File: src/rtl/crm_pkg.sv
package crm_pkg;

    typedef logic [3:0] ratio_code_t;

    localparam ratio_code_t RATIO_BAD = 4'hF;
    localparam int          NFAM      = 5;

    typedef enum logic [2:0] {
        RATE_NONE = 3'b000,
        RATE_16K  = 3'b001,
        RATE_32K  = 3'b011,
        RATE_48K  = 3'b100,
        RATE_96K  = 3'b101,
        RATE_192K = 3'b110
    } rate_code_t;

    typedef struct packed {
        ratio_code_t code;
        logic        ok;
    } ratio_verdict_t;

    function automatic ratio_code_t encode_ratio(input int unsigned n);
        case (n)
            64:      return 4'h4;
            96:      return 4'h5;
            128:     return 4'h6;
            192:     return 4'h7;
            256:     return 4'h8;
            384:     return 4'h9;
            512:     return 4'hA;
            default: return RATIO_BAD;
        endcase
    endfunction

    function automatic rate_code_t fam_code(input int i);
        case (i)
            0:       return RATE_16K;
            1:       return RATE_32K;
            2:       return RATE_48K;
            3:       return RATE_96K;
            default: return RATE_192K;
        endcase
    endfunction

    function automatic int unsigned fam_nominal(input int unsigned p48, input int i);
        case (i)
            0:       return p48 * 3;
            1:       return (p48 * 3) / 2;
            2:       return p48;
            3:       return p48 / 2;
            default: return p48 / 4;
        endcase
    endfunction

    function automatic int unsigned win_lo(input int unsigned n);
        return n - n / 25;
    endfunction

    function automatic int unsigned win_hi(input int unsigned n);
        return n + (n * 17) / 128;
    endfunction

endpackage

File: src/rtl/crm_edge_sync.sv
module crm_edge_sync #(
    parameter int STAGES = 2
) (
    input  logic clk,
    input  logic rst,
    input  logic din,
    output logic now_q,
    output logic was_q
);
    logic [STAGES:0] shreg;

    always_ff @(posedge clk) begin
        if (rst) shreg <= '0;
        else     shreg <= {shreg[STAGES-1:0], din};
    end

    assign now_q = shreg[STAGES-1];
    assign was_q = shreg[STAGES];
endmodule

File: src/rtl/crm_frame_meter.sv
module crm_frame_meter #(
    parameter int          BIT_W     = 11,
    parameter int          REF_W     = 14,
    parameter int unsigned BIT_LIMIT = 1024,
    parameter int unsigned REF_LIMIT = 10440
) (
    input  logic             clk,
    input  logic             rst,
    input  logic             bclk_rise,
    input  logic             frame_start,
    output logic             frame_done,
    output logic [BIT_W-1:0] bit_count,
    output logic [REF_W-1:0] ref_count,
    output logic             bit_timeout,
    output logic             ref_timeout
);
    localparam logic [BIT_W-1:0] BIT_SAT = BIT_W'(BIT_LIMIT);
    localparam logic [REF_W-1:0] REF_SAT = REF_W'(REF_LIMIT);

    logic [BIT_W-1:0] bit_run;
    logic [REF_W-1:0] ref_run;
    logic             primed;
    logic             bit_gone;
    logic             ref_gone;

    always_ff @(posedge clk) begin
        if (rst) begin
            bit_run     <= '0;
            ref_run     <= '0;
            primed      <= 1'b0;
            bit_gone    <= 1'b0;
            ref_gone    <= 1'b0;
            frame_done  <= 1'b0;
            bit_count   <= '0;
            ref_count   <= '0;
            bit_timeout <= 1'b0;
            ref_timeout <= 1'b0;
        end else begin
            frame_done  <= 1'b0;
            bit_timeout <= 1'b0;
            ref_timeout <= 1'b0;
            if (frame_start) begin
                bit_count  <= bit_run;
                ref_count  <= ref_run;
                frame_done <= primed;
                primed     <= 1'b1;
                bit_run    <= {{(BIT_W-1){1'b0}}, bclk_rise};
                ref_run    <= {{(REF_W-1){1'b0}}, 1'b1};
                bit_gone   <= 1'b0;
                ref_gone   <= 1'b0;
            end else begin
                if (bclk_rise && bit_run != BIT_SAT) bit_run <= bit_run + 1'b1;
                if (ref_run != REF_SAT)              ref_run <= ref_run + 1'b1;
                if (bit_run == BIT_SAT && !bit_gone) begin
                    bit_timeout <= 1'b1;
                    bit_gone    <= 1'b1;
                    primed      <= 1'b0;
                end
                if (ref_run == REF_SAT && !ref_gone) begin
                    ref_timeout <= 1'b1;
                    ref_gone    <= 1'b1;
                    primed      <= 1'b0;
                end
            end
        end
    end
endmodule

File: src/rtl/crm_ratio_judge.sv
module crm_ratio_judge
    import crm_pkg::*;
#(
    parameter int BIT_W = 11
) (
    input  logic             clk,
    input  logic             rst,
    input  logic             frame_done,
    input  logic [BIT_W-1:0] bit_count,
    input  logic             bit_timeout,
    output ratio_verdict_t   verdict
);
    ratio_code_t cand;
    logic        cand_v;
    ratio_code_t enc;

    assign enc = encode_ratio(32'(bit_count));

    always_ff @(posedge clk) begin
        if (rst) begin
            cand         <= RATIO_BAD;
            cand_v       <= 1'b0;
            verdict.code <= RATIO_BAD;
            verdict.ok   <= 1'b0;
        end else if (bit_timeout) begin
            cand_v       <= 1'b0;
            verdict.code <= RATIO_BAD;
            verdict.ok   <= 1'b0;
        end else if (frame_done) begin
            if (enc == RATIO_BAD) begin
                cand_v       <= 1'b0;
                verdict.code <= RATIO_BAD;
                verdict.ok   <= 1'b0;
            end else if (cand_v && cand == enc) begin
                verdict.code <= enc;
                verdict.ok   <= 1'b1;
            end else begin
                cand         <= enc;
                cand_v       <= 1'b1;
                verdict.code <= RATIO_BAD;
                verdict.ok   <= 1'b0;
            end
        end
    end
endmodule

File: src/rtl/crm_rate_judge.sv
module crm_rate_judge
    import crm_pkg::*;
#(
    parameter int          REF_W = 14,
    parameter int unsigned P48   = 3072
) (
    input  logic             clk,
    input  logic             rst,
    input  logic             frame_done,
    input  logic [REF_W-1:0] ref_count,
    input  logic             ref_timeout,
    input  logic             auto_off,
    input  logic [2:0]       rate_cfg,
    output logic [2:0]       rate_code,
    output logic             rate_ok
);
    logic [NFAM-1:0] hit;
    rate_code_t      det;
    rate_code_t      det_q;

    for (genvar g = 0; g < NFAM; g++) begin : g_fam
        localparam int unsigned    NOM = fam_nominal(P48, g);
        localparam logic [REF_W-1:0] LO = REF_W'(win_lo(NOM));
        localparam logic [REF_W-1:0] HI = REF_W'(win_hi(NOM));
        assign hit[g] = (ref_count >= LO) && (ref_count <= HI);
    end

    always_comb begin
        det = RATE_NONE;
        for (int i = 0; i < NFAM; i++) begin
            if (hit[i]) det = fam_code(i);
        end
    end

    always_ff @(posedge clk) begin
        if (rst)              det_q <= RATE_NONE;
        else if (ref_timeout) det_q <= RATE_NONE;
        else if (frame_done)  det_q <= det;
    end

    assign rate_code = det_q;
    assign rate_ok   = auto_off || (det_q == rate_code_t'(rate_cfg) && det_q != RATE_NONE);
endmodule

File: src/rtl/clk_ratio_monitor.sv
module clk_ratio_monitor
    import crm_pkg::*;
#(
    parameter int unsigned REF_PER_FRAME_48 = 3072,
    parameter int unsigned TIMEOUT_BITS     = 1024,
    parameter int          SYNC_STAGES      = 2
) (
    input  logic       clk,
    input  logic       rst,
    input  logic       bclk,
    input  logic       fsync,
    input  logic       start_on_fall,
    input  logic       auto_rate_off,
    input  logic [2:0] rate_cfg,
    output logic [3:0] ratio_code,
    output logic [2:0] rate_code,
    output logic       ramp_down,
    output logic       ramp_up
);
    localparam int unsigned REF_LIMIT = win_hi(fam_nominal(REF_PER_FRAME_48, 0));
    localparam int          BIT_W     = $clog2(TIMEOUT_BITS + 1);
    localparam int          REF_W     = $clog2(REF_LIMIT + 1);

    logic [1:0] raw_in;
    logic [1:0] now_v;
    logic [1:0] was_v;

    assign raw_in = {fsync, bclk};

    for (genvar g = 0; g < 2; g++) begin : g_sync
        crm_edge_sync #(.STAGES(SYNC_STAGES)) u_sync (
            .clk   (clk),
            .rst   (rst),
            .din   (raw_in[g]),
            .now_q (now_v[g]),
            .was_q (was_v[g])
        );
    end

    logic bclk_rise;
    logic frame_start;

    assign bclk_rise   = now_v[0] && !was_v[0];
    assign frame_start = (now_v[1] != was_v[1]) && (now_v[1] != start_on_fall);

    logic             frame_done;
    logic [BIT_W-1:0] bit_count;
    logic [REF_W-1:0] ref_count;
    logic             bit_timeout;
    logic             ref_timeout;

    crm_frame_meter #(
        .BIT_W     (BIT_W),
        .REF_W     (REF_W),
        .BIT_LIMIT (TIMEOUT_BITS),
        .REF_LIMIT (REF_LIMIT)
    ) u_meter (
        .clk         (clk),
        .rst         (rst),
        .bclk_rise   (bclk_rise),
        .frame_start (frame_start),
        .frame_done  (frame_done),
        .bit_count   (bit_count),
        .ref_count   (ref_count),
        .bit_timeout (bit_timeout),
        .ref_timeout (ref_timeout)
    );

    ratio_verdict_t rv;

    crm_ratio_judge #(.BIT_W(BIT_W)) u_ratio (
        .clk         (clk),
        .rst         (rst),
        .frame_done  (frame_done),
        .bit_count   (bit_count),
        .bit_timeout (bit_timeout),
        .verdict     (rv)
    );

    logic rate_ok;

    crm_rate_judge #(.REF_W(REF_W), .P48(REF_PER_FRAME_48)) u_rate (
        .clk         (clk),
        .rst         (rst),
        .frame_done  (frame_done),
        .ref_count   (ref_count),
        .ref_timeout (ref_timeout),
        .auto_off    (auto_rate_off),
        .rate_cfg    (rate_cfg),
        .rate_code   (rate_code),
        .rate_ok     (rate_ok)
    );

    logic all_ok;
    logic muted;

    assign all_ok = rv.ok && rate_ok;

    always_ff @(posedge clk) begin
        if (rst) begin
            muted   <= 1'b1;
            ramp_up <= 1'b0;
        end else begin
            muted   <= !all_ok;
            ramp_up <= muted && all_ok;
        end
    end

    assign ratio_code = rv.code;
    assign ramp_down  = muted;
endmodule

File: config.mk
export PLATFORM = sky130hd
export DESIGN_NAME = clk_ratio_monitor
export DESIGN_NICKNAME = d
export VERILOG_FILES = /design/src/rtl/crm_pkg.sv /design/src/rtl/crm_edge_sync.sv /design/src/rtl/crm_frame_meter.sv /design/src/rtl/crm_ratio_judge.sv /design/src/rtl/crm_rate_judge.sv /design/src/rtl/clk_ratio_monitor.sv
export SDC_FILE = /design/constraint.sdc
export NUM_CORES = 1
export LEC_CHECK = 0
export ABC_AREA = 1
export CELL_PAD_IN_SITES_DETAIL_PLACEMENT = 0
export CELL_PAD_IN_SITES_GLOBAL_PLACEMENT = 1
export CORE_ASPECT_RATIO = 2
export CORE_MARGIN = 10
export CORE_UTILIZATION = 48
export CTS_BUF_LIST = sky130_fd_sc_hd__clkbuf_2
export CTS_CLUSTER_SIZE = 40
export DETAILED_ROUTE_END_ITERATION = 10
export DONT_BUFFER_PORTS = 1
export PLACE_DENSITY = 0.89
export SYNTH_ARGS = -nofsm -noshare
export SYNTH_HDL_FRONTEND = slang
export SYNTH_SLANG_ARGS = --single-unit
File: constraint.sdc
create_clock -name clk -period 1.7 [get_ports clk]
set_input_delay 0.17 -clock clk [delete_from_list [all_inputs] [get_ports clk]]
set_output_delay 0.17 -clock clk [all_outputs]
set_load 0.02 [all_outputs]
# Word level (Yosys, flattened, before mapping)
# Cells that the tools add are included.
# totals
output_inout_bits,9
word_cells,102
ram_bits,0
latch_bits,0
mem_bits_ro,0
mem_count,0
regBits,77
inputBits,9
# classes
n_div,0
n_bitwise,4
n_mux,19
eq_ne,17
reduce_logical,29
addsub,2
magnitude_cmp,10
mul,0
shift,0
# ops
cell,n
$pmux 4 s7,1
$eq 11x7->1 const B,2
$eq 11x8->1 const B,2
$eq 11x9->1 const B,2
$add 14x1->14 const B,1
$eq 14x14->1 const B,1
$ge 14x10->1 const B,1
$ge 14x11->1 const B,1
$ge 14x12->1 const B,1
$ge 14x13->1 const B,1
$ge 14x14->1 const B,1
$le 14x10->1 const B,1
$le 14x11->1 const B,1
$le 14x12->1 const B,1
$le 14x13->1 const B,1
$le 14x14->1 const B,1
$logic_and 1x1->1,14
$ne 14x14->1 const B,1
$mux 1,12
$add 11x1->11 const B,1
$eq 11x10->1 const B,1
$eq 11x11->1 const B,1
$ne 11x11->1 const B,1
$mux 5,2
15 further kinds,29

# Logic depth before layout (Yosys ltp)
# depth
depth_word,7
depth_mapped,15
ltp_nobuf,15

# Hierarchy
# Synthesis repeated with hierarchy kept, for this count alone.
# unflattened
cells_unflattened,651
hier_area_um2,4281.6
# by_module_without_submodules
module,seq_area_each_um2,area_per_inst_um2,instances,cells_each
crm_frame_meter,1121.1,2359.8,1,320
crm_ratio_judge,200.2,903.4,1,152
crm_rate_judge,60.1,742.0,1,145
crm_edge_sync,60.1,82.6,2,9
clk_ratio_monitor,40.0,111.4,1,16

# Least setup slack after synthesis
# OpenSTA, ideal clock, no wires.
# synth_path
path_type,register to register
from,register u_meter.bit_run[0]
to,register u_meter.bit_run[8]
arrival_time_ps,1434
synth_period_minus_slack_ps,1554
t_required_ps,1581
n_path_buf,0
slack_ps,146
path_stages_with_launch,11
setup_time_ps,119
path_cell_list,dfxtp_1 > inv_1 > ha_1 > nand2_1 > nor3_1 > nand2_1 > nand2_1 > nor3_1 > nand2_1 > o21ai_0 > a21oi_1
# synth_between
elab_chain_len,2
elab_cells_between_ends,3
classes_between,1 x add/sub; 1 x eq/ne; 1 x reduce/logical
# synth_lines
item,line,rtl
start: declaration,crm_frame_meter.sv:20,logic [BIT_W-1:0] bit_run;
start signal: assignment,crm_frame_meter.sv:47,"bit_run <= {{(BIT_W-1){1'b0}}, bclk_rise};"
start signal: assignment,crm_frame_meter.sv:52,if (bclk_rise && bit_run != BIT_SAT) bit_run <= bit_run + 1'b1;
branches (longest 2 deep; another with $add 11x1->11),-,
# Parallel ways; which one is timed is not known.
# A chain may end at the register's enable or synchronous reset.

# Final worst setup path
# layout_path
from,register u_meter.bit_count[5]
to,register u_ratio.cand[3]
# layout_between
elab_chain_len,6
elab_cells_between_ends,14
classes_between,9 x eq/ne; 1 x mux; 2 x bitwise; 2 x reduce/logical
# layout_lines
item,line,rtl
start: declaration,crm_frame_meter.sv:12,"output logic [BIT_W-1:0] bit_count,"
start signal: assignment,crm_frame_meter.sv:43,bit_count <= bit_run;
"$eq 11x10->1, or another cell as far along",crm_pkg.sv:23,case (n)
$pmux 4 s7 (*),crm_pkg.sv:23,
$eq 4x4->1,crm_ratio_judge.sv:34,end else if (cand_v && cand == enc) begin
$logic_and 1x1->1,crm_ratio_judge.sv:34,
$not 1->1 (no source line),-,
$reduce_and 4->1 (no source line),-,
end signal: assignment,crm_ratio_judge.sv:38,cand <= enc;
end: declaration,crm_ratio_judge.sv:13,ratio_code_t cand;
# Every way passes the cells marked *; elsewhere a longest branch is shown, timed or not.

==> impl_table.tex <==
\begin{tabular}{lr}
\hline
Metric & Value \\
\hline
\multicolumn{2}{l}{\textbf{Timing}} \\
Number of failing hold endpoints at the final stage & 0 \\
Pins over their slew limit & 0 \\
Transition time of the tightest slew-check pin & 0.459 ns \\
Final Skew & 0.0322 ns \\
Final setup TNS & 0 ns \\
Number of endpoints failing setup at the final stage & 0 \\
Fin crit period & 1.70 ns \\
Final hold slack & 0.0452 ns \\
Max Clock Freq & 590 MHz \\
RSZ-0062 raised after global routing & yes \\
Post-route setup slack & 0.00387 ns \\
Period Utilization, post-route & 0.998 \\
Worst slew slack as a fraction of its limit & 0.693 \\
\multicolumn{2}{l}{\textbf{Die}} \\
Die ar. & 0.0118 mm2 \\
Die Wd & 82.0 um \\
Num rows & 45 \\
Vertical die dimension & 144 um \\
CORE AREA & 0.00754 mm2 \\
Starting density of the core & 0.489 \\
Number of top-level pins & 18 \\
\multicolumn{2}{l}{\textbf{Worst hold path}} \\
Hold depth & 4 \\
Worst Min Path Start & rate\_cfg[1] \\
Hold-critical path endpoint & ramp\_up \\
Class of the most critical hold timing path & in -> reg \\
\multicolumn{2}{l}{\textbf{Yosys}} \\
Cell type with the highest aggregate area in the netlist & sky130\_fd\_sc\_hd\_\_dfxtp\_1 \\
Number of flops mapped to enable cells by yosys & 0 \\
Post-synthesis instance area & 0.00369 mm2 \\
Library cells used by synthesis & 35 \\
Leading post-synthesis cells by cell area & sky130\_fd\_sc\_hd\_\_dfxtp\_1 42\%, sky130\_fd\_sc\_hd\_\_nand2\_1 9.3\%, sky130\_fd\_sc\_hd\_\_inv\_1 8.2\% \\
Yosys warns & 0 \\
Cells after Synth & 519 \\
Register area share after synthesis & 0.418 \\
Net Count, Synth & 532 \\
Post-synth top area share & 0.418 \\
Predominant post-synthesis flop cell & sky130\_fd\_sc\_hd\_\_dfxtp\_1 \\
Share of flip-flops with an asynchronous set or reset & 0 \\
Mean cell area of the mapped netlist & 7.10 um2 \\
Total of flip-flops plus latches after synthesis & 77 \\
Cell with the most instances after synthesis & sky130\_fd\_sc\_hd\_\_nand2\_1 \\
Commonest cells in the synthesized netlist & 91 x sky130\_fd\_sc\_hd\_\_nand2\_1, 81 x sky130\_fd\_sc\_hd\_\_inv\_1, 77 x sky130\_fd\_sc\_hd\_\_dfxtp\_1, 49 x sky130\_fd\_sc\_hd\_\_nor2\_1, 40 x sky130\_fd\_sc\_hd\_\_o21ai\_0 \\
\multicolumn{2}{l}{\textbf{Finish}} \\
Number of inserted filler cells in the final layout & 775 \\
Post-route non-filler standard cell count & 646 \\
Final nets & 559 \\
Area growth from synthesis to layout & 16.6\% \\
Fraction of layout instances using a drive strength above 1 & 0.240 \\
\multicolumn{2}{l}{\textbf{Clock tree}} \\
Number of buffers inserted during clock tree synthesis & 9 \\
TritonCTS clock tree & built \\
Deepest level of the CTS H-tree & 3 \\
Buffers from clock root to sink, at most & 2 \\
Worst-Skew Late Latency & 0.55 ns \\
Clock tree root buffer cell & sky130\_fd\_sc\_hd\_\_clkbuf\_2 \\
Number of clock sinks & 77 \\
Clock edge transition at the registers on the reported setup and hold paths & 0.21 ns \\
\multicolumn{2}{l}{\textbf{Global routing}} \\
Met2 layer usage reported by global route & 0.279 \\
Most used routing layer in global routing & met2 \\
Wire length of the first global-routing pass & 14,300 um \\
Final global-route overflow total & 0 \\
Met1 GRT Util & 0.151 \\
Met3 track utilization from global routing & 0.0357 \\
GR Util All Layers & 0.153 \\
Largest net degree at the start of global routing & 25 \\
Antenna violations before repair & 1 \\
Number of global-route vias before repair & 3,277 \\
\multicolumn{2}{l}{\textbf{Power}} \\
Combinational share of power & 0.060 \\
Final Total Pwr & 0.00284 W \\
Peak supply drop & 0.441 mV \\
Switching share of total power & 0.260 \\
Power density over cell area & 660 mW/mm2 \\
Internal power & 0.00210 W \\
Net switching component of the power & 0.000737 W \\
Clk network pwr share & 0.290 \\
Static Leak & 1.73 nW \\
Sequential share of power & 0.650 \\
\multicolumn{2}{l}{\textbf{Worst setup path}} \\
Kind of critical path & reg -> reg \\
Reg2reg setup slack & 0.004 ns \\
Max incr delay on CP & 0.38 ns \\
Cell breakdown of the critical path & inv\_1 -> nand2\_2 -> nor2\_4 -> nand3\_4 -> nand3\_4 -> nand2\_4 -> nand2\_2 -> nand2\_2 -> nor2\_4 -> nand2\_4 -> nand3\_2 -> nand3\_1 \\
Worst flop-to-flop path startpoint & u\_meter.bit\_count[5] \\
Max FO, Critical Path & 6 \\
Top cell by count, worst path & sky130\_fd\_sc\_hd\_\_nand2\_2 \\
Startpoint types & flip-flop \\
Worst Setup SP & u\_meter.bit\_count[5] \\
Data arrival, critical path & 2.14 ns \\
Category of cells accounting for the largest share of critical-path delay & simple AND/OR/NAND/NOR gates \\
Capture point of the worst reg-to-reg path & u\_ratio.cand[3] \\
Critical path's slowest cell & sky130\_fd\_sc\_hd\_\_dfxtp\_2 \\
Cell depth of the worst flop-to-flop path & 12 \\
Required time worst endpoint & 2.15 ns \\
WP buf/inv & 1 \\
Critical Path End Type & flip-flop \\
\multicolumn{2}{l}{\textbf{Status}} \\
Result of the run & finished clean \\
\multicolumn{2}{l}{\textbf{Routing}} \\
Vias per std cell & 5.33 \\
Antenna Violating Nets Remaining & 0 \\
Count of TritonRoute iterations in the first routing pass & 4 \\
Detailed-route wire length & 8840 um \\
Number of vias after detailed routing & 3,442 \\
Total DRC errors in the routed layout & 0 \\
Routed len/inst & 13.7 um \\
Drt first-iter violations & 206 \\
\multicolumn{2}{l}{\textbf{Placed design}} \\
Sum of net half-perimeters after detailed placement & 6540 um \\
Final RePlAce weighted congestion & 0.918 \\
Placement-stage worst setup slack & -0.0406 ns \\
Buffers on Ports & 0 \\
Total instance count after detailed placement & 616 \\
\multicolumn{2}{l}{\textbf{Flow run}} \\
MaxCap Viol Count & 0 \\
\hline
\end{tabular}
## what timing repair did
item,4_1_cts,5_1_grt
endpoints found under the hold margin,49,0
endpoints found under the setup margin,15,32
gates resized for setup,15,75
buffers inserted,0,7
hold buffers,6,0
pin swaps,2,33
## sequential cells by signal, indices dropped and copies added (netlist names), 3 cells and up
name / count
u_meter.bit_run: 11
u_meter.ref_run: 14
u_ratio.cand: 4
g_sync.u_sync.shreg: 6
u_ratio.verdict: 5
u_meter.ref_count: 14
u_rate.rate_code: 3
u_meter.bit_count: 11
## power groups by stage
stage / Combinational, W / Sequential (W) / Clock [W]
global placement: 0.000137 / 0.00188 / 0
detailed placement: 0.000138 / 0.00188 / 0
floorplan: 0.000102 / 0.00188 / 0
global route: 0.000190 / 0.00185 / 0.000916
CTS: 0.000154 / 0.00184 / 0.000846
finish: 0.000170 / 0.00185 / 0.000822
## worst max-delay path by stage
stage | cells past startpoint | endpoint | slack, ns
finish | 12 | u_ratio.cand[3] | 0.004
global route | 13 | u_ratio.cand[3] | -0.13
CTS | 9 | u_meter.ref_run[13] | -0.02
detailed placement | 12 | u_ratio.cand[0] | -0.04
global placement | 12 | u_ratio.cand[0] | -0.002
floorplan | 10 | u_meter.bit_run[8] | 0.15
## cells in the final DEF, fill, tap and decap left out, types with 13 or more instances in the layout
cell type                  synthesis  layout
sky130_fd_sc_hd__nand2_1          91      83
sky130_fd_sc_hd__a21oi_1          28      26
sky130_fd_sc_hd__dfxtp_2           0      15
sky130_fd_sc_hd__clkbuf_2          0      13
sky130_fd_sc_hd__o21ai_0          40      33
sky130_fd_sc_hd__inv_1            81      70
sky130_fd_sc_hd__dfxtp_1          77      59
sky130_fd_sc_hd__o22ai_1          19      19
sky130_fd_sc_hd__buf_4             4      23
sky130_fd_sc_hd__nor2_1           49      41
sky130_fd_sc_hd__nand3_1          36      31
sky130_fd_sc_hd__nand2_2          11      13
## worst reg2reg max path: cells and delay by family, from the launching register on
kind / cells / cell delay, ns
AND/OR/NAND/NOR: 11 / 1.12
buffers and inverters: 1 / 0.10
flip-flops: 1 / 0.38
## cell type report
class / count / area (um2) / area share
Clock buffer: 13 / 65.1 / 0.0151
Inverter: 84 / 318 / 0.0739
Sequential cell: 77 / 1570 / 0.366
Timing Repair Buffer: 30 / 244 / 0.0568
Clock inverter: 3 / 12.5 / 0.00291
Antenna cell: 1 / 2.50 / 0.000582
Tap cell: 94 / 118 / 0.0274
Multi-Input combinational cell: 344 / 1970 / 0.458
## cells by family (layout without fill, tap and decap cells)
logic type                 count (synthesis)  count (layout)  synth area share
and+or+nand+nor                          235             235             0.301
AOI/OAI and AO/OA                        102             102             0.156
buffers and inverters                     98             130             0.104
DFF                                       77              77             0.418
adders and majority gates                  4               4            0.0136
xor gates and xnor gates                   3               3           0.00713
other                                      0               1                 0
## per-layer routing
| layer | vias up | share of wire |
|---|---|---|
| met4 | 0 | 0.031 |
| li1 | 1762 | - |
| met5 | - | 0 |
| met2 | 61 | 0.55 |
| met1 | 1599 | 0.38 |
| met3 | 20 | 0.039 |
## per-stage QoR
step	util	area (um2)
after global placement	0.512	3860
after global routing	0.570	4300
final	0.570	4300
after CTS	0.537	4050
after floorplan	-	3690
after detailed placement	0.512	3860
(Power assumes the default switching activity.)
